<file path="src/rtl/symarr_pkg.sv">
package symarr_pkg;

    typedef enum logic [1:0] {
        KIND_POL0,
        KIND_POL1,
        KIND_MASK,
        KIND_NONE
    } reg_kind_e;

    function automatic reg_kind_e addr_kind(input int unsigned a, input int unsigned nout);
        if (a == 0)
            return KIND_POL0;
        if (a == 1)
            return KIND_POL1;
        if (a < nout + 2)
            return KIND_MASK;
        return KIND_NONE;
    endfunction

endpackage

</file>
<file path="src/rtl/symarr_cfg.sv">
module symarr_cfg
    import symarr_pkg::*;
#(
    parameter int NVAR = 4,
    parameter int NOUT = 4,
    parameter int MW   = 2 * (NVAR + 1),
    parameter int AW   = $clog2(NOUT + 2)
) (
    input  logic                      clk,
    input  logic                      rst_n,
    input  logic                      wr_en,
    input  logic [AW-1:0]             wr_addr,
    input  logic [MW-1:0]             wr_data,
    output logic [NVAR-1:0]           pol0_q,
    output logic [NVAR-1:0]           pol1_q,
    output logic [NOUT-1:0][MW-1:0]   mask_q
);

    reg_kind_e kind;

    always_comb begin
        kind = addr_kind(int'(wr_addr), NOUT);
    end

    always_ff @(posedge clk or negedge rst_n) begin
        if (!rst_n) begin
            pol0_q <= '0;
            pol1_q <= '0;
        end else if (wr_en) begin
            unique case (kind)
                KIND_POL0: pol0_q <= wr_data[NVAR-1:0];
                KIND_POL1: pol1_q <= wr_data[NVAR-1:0];
                default:   ;
            endcase
        end
    end

    for (genvar j = 0; j < NOUT; j++) begin : g_mask
        always_ff @(posedge clk or negedge rst_n) begin
            if (!rst_n)
                mask_q[j] <= '0;
            else if (wr_en && kind == KIND_MASK && wr_addr == AW'(j + 2))
                mask_q[j] <= wr_data;
        end
    end

endmodule

</file>
<file path="src/rtl/symarr_lattice.sv">
module symarr_lattice #(
    parameter int NVAR = 4,
    parameter int W    = NVAR + 1
) (
    input  logic [NVAR-1:0] vars,
    input  logic [NVAR-1:0] pol,
    output logic [W-1:0]    weight
);

    logic [NVAR-1:0] pv;
    assign pv = vars ^ pol;

    for (genvar i = 0; i < NVAR; i++) begin : g_lvl
        logic [W-1:0] prev;
        logic [W-1:0] node;
        if (i == 0) begin : g_first
            assign prev = W'(1);
        end else begin : g_rest
            assign prev = g_lvl[i-1].node;
        end
        for (genvar k = 0; k < W; k++) begin : g_cell
            if (k == 0) begin : g_edge
                assign node[k] = pv[i] ? 1'b0 : prev[k];
            end else begin : g_mux
                assign node[k] = pv[i] ? prev[k-1] : prev[k];
            end
        end
    end

    assign weight = g_lvl[NVAR-1].node;

endmodule

</file>
<file path="src/rtl/symarr_orplane.sv">
module symarr_orplane #(
    parameter int NVAR = 4,
    parameter int NOUT = 4,
    parameter int W    = NVAR + 1,
    parameter int MW   = 2 * W
) (
    input  logic [NOUT-1:0][MW-1:0] mask,
    input  logic [W-1:0]            w0,
    input  logic [W-1:0]            w1,
    output logic [NOUT-1:0]         y
);

    logic [MW-1:0] ind;
    assign ind = {w1, w0};

    for (genvar j = 0; j < NOUT; j++) begin : g_out
        assign y[j] = |(mask[j] & ind);
    end

endmodule

</file>
<file path="src/rtl/symarr_top.sv">
module symarr_top #(
    parameter  int NVAR = 4,
    parameter  int NOUT = 4,
    localparam int W    = NVAR + 1,
    localparam int MW   = 2 * W,
    localparam int AW   = $clog2(NOUT + 2)
) (
    input  logic            clk,
    input  logic            rst_n,
    input  logic            cfg_we,
    input  logic [AW-1:0]   cfg_addr,
    input  logic [MW-1:0]   cfg_wdata,
    input  logic [NVAR-1:0] vars_in,
    output logic [NOUT-1:0] func_out
);

    logic [NVAR-1:0]         pol0_q;
    logic [NVAR-1:0]         pol1_q;
    logic [NOUT-1:0][MW-1:0] mask_q;
    logic [W-1:0]            w0;
    logic [W-1:0]            w1;

    symarr_cfg #(.NVAR(NVAR), .NOUT(NOUT), .MW(MW), .AW(AW)) u_cfg (
        .clk     (clk),
        .rst_n   (rst_n),
        .wr_en   (cfg_we),
        .wr_addr (cfg_addr),
        .wr_data (cfg_wdata),
        .pol0_q  (pol0_q),
        .pol1_q  (pol1_q),
        .mask_q  (mask_q)
    );

    symarr_lattice #(.NVAR(NVAR), .W(W)) u_stage0 (
        .vars   (vars_in),
        .pol    (pol0_q),
        .weight (w0)
    );

    symarr_lattice #(.NVAR(NVAR), .W(W)) u_stage1 (
        .vars   (vars_in),
        .pol    (pol1_q),
        .weight (w1)
    );

    symarr_orplane #(.NVAR(NVAR), .NOUT(NOUT), .W(W), .MW(MW)) u_plane (
        .mask (mask_q),
        .w0   (w0),
        .w1   (w1),
        .y    (func_out)
    );

endmodule

</file>
<file path="config.mk">
export PLATFORM = sky130hd
export DESIGN_NAME = symarr_top
export DESIGN_NICKNAME = d
export VERILOG_FILES = /design/src/rtl/symarr_pkg.sv /design/src/rtl/symarr_cfg.sv /design/src/rtl/symarr_lattice.sv /design/src/rtl/symarr_orplane.sv /design/src/rtl/symarr_top.sv
export SDC_FILE = /design/constraint.sdc
export NUM_CORES = 1
export LEC_CHECK = 0
export ABC_AREA = 1
export CAP_MARGIN = 15
export CORE_MARGIN = 3
export CORE_UTILIZATION = 60
export DETAILED_ROUTE_END_ITERATION = 6
export DONT_BUFFER_PORTS = 1
export PLACE_DENSITY = 0.81
export SLEW_MARGIN = 20
export SYNTH_ARGS = -nofsm -noshare
export SYNTH_HDL_FRONTEND = slang
export SYNTH_SLANG_ARGS = --single-unit
</file>
<file path="constraint.sdc">
create_clock -name clk -period 2.67 [get_ports clk]
set_input_delay 0.534 -clock clk [delete_from_list [all_inputs] [get_ports clk]]
set_output_delay 0.534 -clock clk [all_outputs]
set_load 0.005 [all_outputs]
</file>
## After elaboration in Yosys (flattened, before gate mapping)

Cells that the tools add are included.

| operators by class | value |
|---|---|
| order comparisons | 1 |
| eq/ne operators | 7 |
| mux-type cells | 40 |
| bitwise gates (word level) | 6 |
| reduce and logical (&&, ||, !) cells | 13 |

Operators with widths:

| cell | number |
|---|---|
| 10-bit bitwise AND | 4 |
| 10-bit OR reduction | 4 |
| 1-bit two-way mux | 34 |
| 2-bit two-way mux | 6 |
| 4-bit XOR | 2 |
| 3-bit by 2-bit == test with 1-bit output (second input constant) | 2 |
| 3-bit == test (second input constant) | 2 |
| 1-bit logical AND | 5 |
| 2-bit AND reduction | 2 |
| 3-bit by 1-bit == test with 1-bit output (second input constant) | 1 |
| 3-bit logical NOT | 1 |
| 3-bit < comparator (second input constant) | 1 |
| 2-bit by 1-bit == test with 1-bit output (second input constant) | 1 |
| 2-bit == test (second input constant) | 1 |
| 2-bit logical NOT | 1 |

| storage, ports and cells | value |
|---|---|
| register bits | 48 |
| bits of input ports | 20 |
| output and inout bits | 4 |
| word-level logic and storage cells | 73 |

## Depth between registers and ports, before layout

| logic depth | value |
|---|---|
| word-level depth | 11 |
| mapped depth | 9 |
| depth with buffers taken out | 9 |

## Cells and area by module

A second synthesis with hierarchy kept.

| unflattened totals | value |
|---|---|
| cells, all modules | 363 |
| area total of the unflattened synthesis | 2,585.0 um^2 |

Modules (own cells, without submodules):

| module | times used | cells an instance | area an instance (um^2) |
|---|---|---|---|
| symarr_cfg | 1 | 219 | 1,921.8 |
| symarr_lattice | 2 | 34 | 186.4 |
| symarr_orplane | 1 | 76 | 290.3 |

## Least setup slack after synthesis

Ideal clock, no wire load.

| timing path | value |
|---|---|
| path type | input to output |
| start | input vars_in[0] |
| end | output func_out[0] |
| data arrival time | 1.603 ns |
| required time | 2.136 ns |
| setup slack | 0.533 ns |
| stages on the path | 9 |
| path buffers | 0 |
| cell sequence | xnor2_1 -> inv_1 -> ha_1 -> nand3_1 -> nand3_1 -> nand3_1 -> nand2_1 -> nor2_1 -> nand3_1 |

| on the way | value |
|---|---|
| cells in the longest elaborated chain, start to end | 7 |

RTL lines:

| element | RTL line | source |
|---|---|---|
| from (decl) | symarr_top.sv:13 | `input logic [NVAR-1:0] vars_in,` |
| 4-bit XOR | symarr_lattice.sv:11 | `assign pv = vars ^ pol;` |
| 1-bit two-way mux, on equally long branches (4 in a row) | symarr_lattice.sv:23, symarr_lattice.sv:25 |  |
| 10-bit bitwise AND * | symarr_orplane.sv:17 | `assign y[j] = \|(mask[j] & ind);` |
| 10-bit OR reduction * | symarr_orplane.sv:17 |  |
| to (decl) | symarr_top.sv:14 | `output logic [NOUT-1:0] func_out` |

Every way passes the cells marked *; elsewhere a longest branch is shown, timed or not.

## Worst setup path after layout

| timing path | value |
|---|---|
| start | register u_cfg.pol1_q[1] |
| end | output func_out[1] |

| on the way | value |
|---|---|
| cells in the longest elaborated chain, start to end | 6 |

RTL lines:

| element | RTL line | source |
|---|---|---|
| from (decl) | symarr_cfg.sv:15 | `output logic [NVAR-1:0] pol1_q,` |
| from (signal assigned) | symarr_cfg.sv:32 | `KIND_POL1: pol1_q <= wr_data[NVAR-1:0];` |
| 4-bit XOR * | symarr_lattice.sv:11 |  |
| 1-bit two-way mux, on equally long branches (3 in a row) | symarr_lattice.sv:23, symarr_lattice.sv:25 |  |
| 10-bit bitwise AND * | symarr_orplane.sv:17 |  |
| 10-bit OR reduction * | symarr_orplane.sv:17 |  |

Marks and branches as above.

==> impl_metrics.toml <==
[layout]
most-common-layout-cells = "nand2_1 (79), inv_1 (51), o21ai_0 (48), dfrtp_1 (48), nor2_1 (34)"
fin_nets = 362
fin_cells = 389
antenna_cells = 0
final_common_cell = "nand2_1"
num-fill-cells = 359
drive_above_1_share = 0.100
area.growth.synth_to_final_pct = 6.74

[clock_tree]
cts_sinks = 48
clkTransAtPathRegs_ns = 0.09
clockBufferDepth = 2
cts-buffers-inserted = 5
cts-root-buf = "clkbuf_8"
h-tree-depth = 2
cts_tree = "built"
clk-insertion-delay-late_ns = 0.29

[timing]
rsz0062_at_grt = "false"
period_minus_slack_ns = 2.50
setup_viol = 0
fin_crit_sh = 0.935
max_freq_mhz = 401
fin_ws_ns = 0.174
maxSlewHeadroom = 0.524
finalMaxSlewViolations = 0
tns_ns = 0
tightestPinTransition_ns = 0.711
skew_ns = 0
hold_viol = 0

[global_route]
first_global_vias = 1984
gr-total-overflow = 0
grt_usage = 0.231
grt_max_degree = 49
grt_first_pass_wirelength_um = 9190
grt_antenna_before_repair = 0

[min_path]
hold_path_class = "in2async"

[pwr]
p_clk_frac = 0.222
vdd_drop_max_mv = 0.484
switching_share = 0.350
internal_power_uw = 1290
p_leak_uw = 0.00142
pwr-share-comb = 0.301
seq_power_share = 0.477
power.density_mw_per_mm2 = 726
switchingPower_uw = 694

[floorplan]
initial_core_util = 0.631
fp-row-count = 23
die_width_um = 71.3
core_sq_mm = 0.00406
io_pins = 24
die-area_sq_mm = 0.00509
die_y_um = 71.3

[routing]
ant_nets = 0
drtIter0Drc = 131
wl_per_cell_um = 13.9
route.final.wire_length_um = 5420
drc = 0
viasPerCell = 5.41
first_pass_iters = 5
dr_total_vias = 2106

[placed_design]
dp_cells = 380
dp_hpwl_um = 3990
place_ws_ns = 0.321
numPortBuffers = 0
gp_congestion = 0.838

[synth]
synth_top_area_cell = "dfrtp_1"
syn_nets = 362
synth-seq-cells = 48
synth_top_area_frac = 0.469
synthTopCellsByArea = "dfrtp_1 (47%), nand2_1 (12%), o21ai_0 (9.4%)"
ys_types = 15
syn_avg_cell_area_sq_um = 7.58
yosysWarnings = 0
netlist_instances = 338
ys_seq_area_frac = 0.469
syn_area_sq_mm = 0.00256

[job]
cap_viol_max_count = 0

[critical_path]
crit_type = "reg2out"
worstPathMaxFanout = 4
cp_data_required_time_ns = 2.14
cp-end-kind = "primary output"
arrival_ns = 1.96
critPathLaunchType = "flip-flop"

[status]
status = "complete, no violations"
## cell families (layout without fill, tap and decap cells)
kind of cell / count (synthesis) / in the layout / share of synthesized area
and+or+nand+nor: 173 / 173 / 0.315
DFF: 48 / 48 / 0.469
AOI/OAI and AO/OA: 48 / 48 / 0.0938
xor gates and xnor gates: 4 / 4 / 0.0137
adders and majority gates: 4 / 4 / 0.0195
buffers and inverters: 61 / 62 / 0.0894
## Yosys cell counts (all sizes together)
library cell / instances
o21ai: 48
nand3: 39
dfrtp: 48
nand2: 91
inv: 53
nor2: 35
nor3: 8
ha: 4
clkbuf: 8
xnor2: 4
## stage by stage
| stage | hold slack (ns) | instance area, sq um | util | power (uW) |
|---|---|---|---|---|
| after floorplan | 0.238 | 2560 | - | 1390 |
| after global placement | 0.239 | 2590 | 0.639 | 1500 |
| after detailed placement | 0.239 | 2590 | 0.639 | 1530 |
| after CTS | 0.0827 | 2710 | 0.668 | 1980 |
| after global routing | 0.0788 | 2730 | 0.674 | 2110 |
| final | 0.0645 | 2730 | 0.674 | 1980 |
## per-layer routing
metal  global-route usage  wire [um]  vias to the layer above
li1                     -          -                     1060
met1                0.311       2460                      969
met2                0.377       2590                       66
met3               0.0491        268                       11
met4               0.0689        100                        0
met5                    0          0                        -
## timing repair
action | in CTS | in global routing
resized for setup | 0 | 3
hold endpoints to repair | 48 | 0
hold buffers | 1 | 0
setup endpoints to repair | 0 | 2
buffers inserted | 0 | 0
## layout make-up
| cell class | count | area, sq um | share of cell area |
|---|---|---|---|
| clock buffers | 8 | 90.1 | 0.0330 |
| inverters | 53 | 199 | 0.0728 |
| multi-input cells | 229 | 1150 | 0.422 |
| flip-flops and latches | 48 | 1200 | 0.439 |
| well taps | 50 | 62.6 | 0.0229 |
| repair buffers | 1 | 27.5 | 0.0101 |
## critical path, cell delays in order, from the launching register on
cell	delay, ns
dfrtp_1	0.40
xnor2_1	0.20
inv_1	0.08
ha_1	0.31
nand3_1	0.13
nand3_1	0.18
nand3_1	0.13
nand2_1	0.06
nor2_1	0.09
nand3_1	0.10
## worst paths after layout
check / start / end / slack [ns] / cells past startpoint
hold reg to reg: u_cfg.mask_q[8]$_DFFE_PN0P_ / u_cfg.mask_q[8]$_DFFE_PN0P_ / 0.49 / 2
setup / recovery: u_cfg.pol1_q[1]$_DFFE_PN0P_ / func_out[1] / 0.17 / 9
min in group clk: cfg_wdata[6] / u_cfg.mask_q[16]$_DFFE_PN0P_ / 0.43 / 2
max in group asynchronous: rst_n / u_cfg.mask_q[19]$_DFFE_PN0P_ / 2.38 / 1
hold / removal: rst_n / u_cfg.pol1_q[2]$_DFFE_PN0P_ / 0.06 / 1
setup reg to reg: u_cfg.mask_q[36]$_DFFE_PN0P_ / u_cfg.mask_q[36]$_DFFE_PN0P_ / 1.96 / 2
## registers in the layout (all words and copies together) (netlist names)
register / flops
u_cfg.mask_q: 40
u_cfg.pol0_q: 4
u_cfg.pol1_q: 4
## power groups by stage
stage / Clock [uW] / Combinational (uW) / Sequential [uW]
4_1_cts: 445 / 591 / 942
2_1_floorplan: 0 / 461 / 934
6_report: 440 / 596 / 947
3_5_place_dp: 0 / 569 / 956
3_3_place_gp: 0 / 548 / 952
5_1_grt: 467 / 683 / 962
No activity file was read; power rests on OpenSTA's default activity.
